[config.mk]
export PLATFORM = sky130hd
export DESIGN_NAME = rx_chan_classifier
export DESIGN_NICKNAME = d
export VERILOG_FILES = /design/src/rtl/rx_chan_classifier.sv
export SDC_FILE = /design/constraint.sdc
export NUM_CORES = 1
export LEC_CHECK = 0
export ABC_CLOCK_PERIOD_IN_PS = 11200
export BUFFER_PORTS_ARGS = -buffer_cell sky130_fd_sc_hd__clkbuf_2
export CAP_MARGIN = 30
export CORE_MARGIN = 2
export CORE_UTILIZATION = 35
export CTS_BUF_LIST = sky130_fd_sc_hd__clkbuf_4
export DETAILED_ROUTE_END_ITERATION = 6
export PLACE_DENSITY_LB_ADDON = 0.3
export SLEW_MARGIN = 40
export SYNTH_ARGS = -nofsm -noshare
export SYNTH_HDL_FRONTEND = slang
export SYNTH_SLANG_ARGS = --single-unit
export TNS_END_PERCENT = 20
[constraint.sdc]
create_clock -name clk -period 11.2 [get_ports clk]
set_input_delay 0.56 -clock clk [delete_from_list [all_inputs] [get_ports clk]]
set_output_delay 0.56 -clock clk [all_outputs]
set_load 0.02 [all_outputs]
[src/rtl/rx_chan_classifier.sv]
module rx_chan_classifier #(
  parameter int NUM_CH = 8,
  parameter int MAC_W  = 48
) (
  input  logic                      clk,
  input  logic                      rst_n,
  input  logic                      cfg_wr,
  input  logic [$clog2(NUM_CH)-1:0] cfg_sel,
  input  logic [MAC_W-1:0]          cfg_mac,
  input  logic                      cfg_en,
  input  logic                      bc_en,
  input  logic [$clog2(NUM_CH)-1:0] bc_chan,
  input  logic                      mc_en,
  input  logic [$clog2(NUM_CH)-1:0] mc_chan,
  input  logic                      pr_en,
  input  logic [$clog2(NUM_CH)-1:0] pr_chan,
  input  logic                      dst_valid,
  input  logic [MAC_W-1:0]          dst_mac,
  input  logic                      frm_err,
  output logic                      dec_valid,
  output logic [$clog2(NUM_CH)-1:0] dec_chan,
  output logic                      dec_accept
);
  localparam int CH_W   = $clog2(NUM_CH);
  localparam int MC_BIT = MAC_W - 8;

  logic [MAC_W-1:0] sta_mac [NUM_CH];
  logic [NUM_CH-1:0] sta_en;
  logic [NUM_CH-1:0] hit;
  logic [CH_W-1:0]   hit_ch;
  logic              any_hit;
  logic              is_bc, is_mc;
  logic              nx_acc;
  logic [CH_W-1:0]   nx_ch;

  genvar g;
  generate
    for (g = 0; g < NUM_CH; g++) begin : g_sta
      always_ff @(posedge clk) begin
        if (!rst_n) begin
          sta_mac[g] <= '0;
          sta_en[g]  <= 1'b0;
        end else if (cfg_wr && cfg_sel == CH_W'(g)) begin
          sta_mac[g] <= cfg_mac;
          sta_en[g]  <= cfg_en;
        end
      end
      assign hit[g] = sta_en[g] && (sta_mac[g] == dst_mac);
    end
  endgenerate

  always_comb begin
    hit_ch = '0;
    for (int i = NUM_CH - 1; i >= 0; i--)
      if (hit[i]) hit_ch = CH_W'(i);
  end

  assign any_hit = |hit;
  assign is_bc   = &dst_mac;
  assign is_mc   = dst_mac[MC_BIT] && !is_bc;

  always_comb begin
    nx_acc = 1'b0;
    nx_ch  = '0;
    if (frm_err) begin
      nx_acc = pr_en;
      nx_ch  = pr_chan;
    end else if (is_bc && bc_en) begin
      nx_acc = 1'b1;
      nx_ch  = bc_chan;
    end else if (is_mc && mc_en) begin
      nx_acc = 1'b1;
      nx_ch  = mc_chan;
    end else if (!is_bc && !is_mc && any_hit) begin
      nx_acc = 1'b1;
      nx_ch  = hit_ch;
    end else begin
      nx_acc = pr_en;
      nx_ch  = pr_chan;
    end
    if (!nx_acc) nx_ch = '0;
  end

  always_ff @(posedge clk) begin
    if (!rst_n) begin
      dec_valid  <= 1'b0;
      dec_accept <= 1'b0;
      dec_chan   <= '0;
    end else begin
      dec_valid <= dst_valid;
      if (dst_valid) begin
        dec_accept <= nx_acc;
        dec_chan   <= nx_ch;
      end
    end
  end

  a_r9_valid_follows: assert property (@(posedge clk) disable iff (!rst_n)
    dst_valid |=> dec_valid);
  a_r9_no_spurious: assert property (@(posedge clk) disable iff (!rst_n)
    !dst_valid |=> !dec_valid);
  a_r3_broadcast: assert property (@(posedge clk) disable iff (!rst_n)
    (dst_valid && (&dst_mac) && !frm_err && bc_en) |=>
      (dec_accept && dec_chan == $past(bc_chan)));
  a_r4_multicast: assert property (@(posedge clk) disable iff (!rst_n)
    (dst_valid && dst_mac[MC_BIT] && !(&dst_mac) && !frm_err && mc_en) |=>
      (dec_accept && dec_chan == $past(mc_chan)));
  a_r7_error_drop: assert property (@(posedge clk) disable iff (!rst_n)
    (dst_valid && frm_err && !pr_en) |=> (!dec_accept && dec_chan == '0));
  a_r8_drop_needs_no_prom: assert property (@(posedge clk) disable iff (!rst_n)
    (dec_valid && !dec_accept) |-> !$past(pr_en));
  a_r5_station_match: assert property (@(posedge clk) disable iff (!rst_n)
    (dec_valid && dec_accept && !$past(cfg_wr) && !$past(frm_err) &&
     !$past(dst_mac[MC_BIT]) && !$past(pr_en)) |->
      (sta_en[dec_chan] && sta_mac[dec_chan] == $past(dst_mac)));
endmodule

Word-level counts from Yosys, hierarchy flattened
Memory sizes are Yosys's and may differ from the RTL's.
Index checks and enable logic that the tools add are counted.
- equal/unequal tests: 15
- muxes and demuxes: 50
- bitwise gates (word level): 8
- reduce and logical (&&, ||, !) cells: 26
- operators with widths (kind ; count):
    $eq A48 B48 Y1 ; 8
    $mux W48 ; 8
    $reduce_and A48 Y1 ; 1
    $mux W3 ; 13
    $mux W1 ; 29
    $logic_and A1 B1 Y1 ; 21
    $eq A3 B3 Y1 const B ; 4
    $or A1 B1 Y1 ; 8
    $reduce_or A8 Y1 ; 1
    $eq A3 B2 Y1 const B ; 2
    $eq A3 B1 Y1 const B ; 1
    $logic_not A3 Y1 ; 1
    $logic_not A1 Y1 ; 2
- bits in registers: 13
- RAM bits: 384
- input port bits: 117
- word-level logic and storage cells: 111
- memories: 1
- memory list (name ; depth ; width ; read ports ; clocked after memory_dff ; wr ports ; line ; RTL):
    sta_mac ; 8 ; 48 ; 8 ; 0 ; 8 ; 27 ; logic [MAC_W-1:0] sta_mac [NUM_CH];

Logic depth before layout (Yosys ltp)
- depth in word-level cells: 15
- gate-level depth with buffers: 12
- depth with buffers taken out: 10

Worst setup path before layout
No wires, ideal clock.
- path type: input to register
- start: in cfg_sel[0]
- end: mem sta_mac[0][0] (enable)
- setup time: 0.522 ns
- arrival time: 4.508 ns
- data required time: 10.678 ns
- slack: 6.171 ns
- stages on the path: 2
- path buffers: 0
- cell sequence: or3b_2 -> o21ai_0
- RTL lines (element ; line ; RTL):
    from (decl) ; 8 ; input logic [$clog2(NUM_CH)-1:0] cfg_sel,
    to (decl) ; 27 ;

==> out/results.ini <==
[run_status]
outcome=finished clean

[sta]
hold_viol_final=0
worst_slack_ns=7.493
fmax_mhz=269.8
finalMaxSlewViolations=0
fin_skew_ns=0.04784
setup_viol=0
rsz0062_at_grt=false
worst_slew_pin_slew_ns=0.8902
finalCriticalPeriod_ns=3.707
fin_crit_sh_pct=33.10
maxSlewHeadroom_pct=40.23
final.setup.tns_ns=0

[synth]
synthArstFlopShare_pct=0
synth_fp_nets=1658
ys.flop_type=edfxtp_1
synth_edf_count=384
synth.area.top_cells=edfxtp_1 59%, and2_1 12%, xor2_1 8.3%
yosysSeqAreaShare_pct=60.19
synthesis.area_um2=19590
avgSynthCellArea_um2=12.71
synth_cell_types=56
ys.warnings.count=0
synthCells=1541
yosys.area.top_type=edfxtp_1
ys_ff_latch=397
yosysTopAreaCellShare_pct=58.86

[grt]
grt-ovfl-total=0
grtUsageMet2_pct=41.96
grt_use_total_pct=25.83
grt_pass1_vias=12935
antenna_found_initial=8
busiest_layer=met2
grt_use_met1_pct=33.56
grt_use_met3_pct=5.193
grt_pass1_wl_um=101600
grt_max_degree=50

[critical_path]
worstSetupPathType=reg2reg
reg2reg_depth=11
crit_path_max_incr_delay_ns=0.79
ff2ff_setup_slack_ns=7.49
worst_setup_path_start_kind=flop
r2r_start=sta_mac[1][136]
critPathTopFamily=simple AND/OR/NAND/NOR gates
cp_max_fo=3
cp.buffers_inverters=1
crit_slowest_cell=nor4_1
end_kind=flop
cp_cell_sequence=xor2_1, nor4_1, nand4_1, or4b_1, nand2_1, nor3_1, a21oi_2, o21a_2, nor2_1, a21oi_1, dlygate4sd3_1
cp.arrival_ns=4.52
r2r_end=dec_accept
cp.required_ns=12.01

[cells_and_area]
layout-drive-gt1-share_pct=19.97
nNetsFinal=1823
final_util_pct=40.79
multi_input_area_um2=7398
area_delta_synth_final_pct=14.94
fin_cells=2543
fillers=5266
seq_area_um2=11790
final_cell_mix=384 x and2_1, 384 x edfxtp_1, 186 x xor2_1

[pwr]
p_leak_nw=8.132
switchingPower_w=0.0009526
power_frac_comb_pct=11.5
power_density_nw_per_um2=156.1
seqPwrFrac_pct=50.4
clkPwrFrac_pct=38.1
p_sw_share_pct=27.11
p_int_w=0.002562
irDropWorstVdd_uv=66.85

[placement]
gp_congestion=0.9305
dp.cells=2340
io_buffer_count=121
detailedPlace.worstSlack_ns=7.414
hpwl_um=48610

[floorplan]
start_util_pct=35.49
pin_count=122
dieArea_um2=57880
die_w_um=240.6
core_region_area_um2=55200
num_rows=86
die_y_um=240.6

[clock_network]
cts.sinks=397
clock_latency_ns=0.87
numCtsBuffers=107
cts_tree=done
path_clk_slew_ns=0.07
clk_path_buf_depth=3
cts_root_buf=clkbuf_4
postCtsSetupRepairBufs=0
ctsHoldBuffers=4
cts_repair_resize_count=0
htreeDepth=3

[drt]
drtIter0Drc=1547
drt_wl_total_um=73870
final_antenna_net_count=0
viasPerCell=5.227
route.vias.total=13291
wl_per_cell_um=29.05
first_pass_iters=7
drc_errors=0

[worst_hold_path]
min_to=dec_chan[0]
hold_start=bc_chan[0]
whs_path_depth=3
hold_path.class=in2reg

[job]
cap_violations=0

[synth_stat cells, drive strengths merged, types with 20 or more instances]
cell type	instances
xnor2	165
o21ai	21
edfxtp	384
inv	36
nor2	22
nand2	20
clkbuf	43
nor4	54
xor2	186
buf	48
and2	384
nand4	58
[worst reg2reg max path, stage by stage, from the launching register on]
cell and delay, ns:
edfxtp_1 0.38, xor2_1 0.20, nor4_1 0.79, nand4_1 0.38, or4b_1 0.56, nand2_1 0.17
nor3_1 0.10, a21oi_2 0.18, o21a_2 0.16, nor2_1 0.04, a21oi_1 0.14, dlygate4sd3_1 0.56
[kinds of logic (layout without fill, tap and decap cells)]
kind of cell	after synthesis	in the layout	synth area share (%)
compound gates	72	72	2.682
xor+xnor	351	351	15.69
buf+inv	127	379	2.932
flops	397	397	60.19
other cells	0	2	0
simple gates	594	594	18.50
[stage by stage]
stage / cell area (um^2) / hold slack, ns / total power (W)
detailed placement: 21030 / 0.4596 / 0.002200
global placement: 20990 / 0.4415 / 0.002195
CTS: 22480 / 0.009054 / 0.003530
finish: 22520 / 0.04855 / 0.003514
floorplan: 19590 / 0.4454 / 0.002005
global route: 22510 / 0.07151 / 0.003633
[how the worst max path moves through the flow]
stage          cells after the start       endpoint            start
2_1_floorplan                      2  sta_mac[0][0]       cfg_sel[0]
3_3_place_gp                      11    dec_chan[0]      dst_mac[26]
3_5_place_dp                      11    dec_chan[2]      dst_mac[40]
4_1_cts                           11     dec_accept  sta_mac[1][136]
5_1_grt                           11     dec_accept  sta_mac[1][136]
6_report                          11     dec_accept  sta_mac[1][136]
[state kept, by name, summed over array words and instances, names as in the netlist]
signal and cells:
dec_accept 1, dec_chan 3, sta_mac 384, sta_en 8, dec_valid 1
[layout make-up]
| class | count | area share [%] |
|---|---|---|
| multi-input cells | 1017 | 32.86 |
| flip-flops and latches | 397 | 52.37 |
| diodes | 2 | 0.02223 |
| clock buffers | 179 | 5.968 |
| inverters | 36 | 0.6001 |
| repair buffers | 147 | 3.734 |
| well taps | 748 | 4.156 |
| clock inverters | 17 | 0.2945 |
[metal layers]
layer,vias up,part of all wire [%]
li1,5742,-
met1,6734,40
met2,686,47
met3,127,8.1
met4,2,4.1
met5,-,0.015
[power groups by stage]
stage	sequential [W]	clock, W	combinational, W
final	0.00177	0.00134	0.000405
after global routing	0.00178	0.00143	0.000419
after CTS	0.00177	0.00136	0.000401
after detailed placement	0.00180	0	0.000398
after global placement	0.00180	0	0.000395
after floorplan	0.00180	0	0.000203
Note: power is estimated with default switching activity, not from simulation.
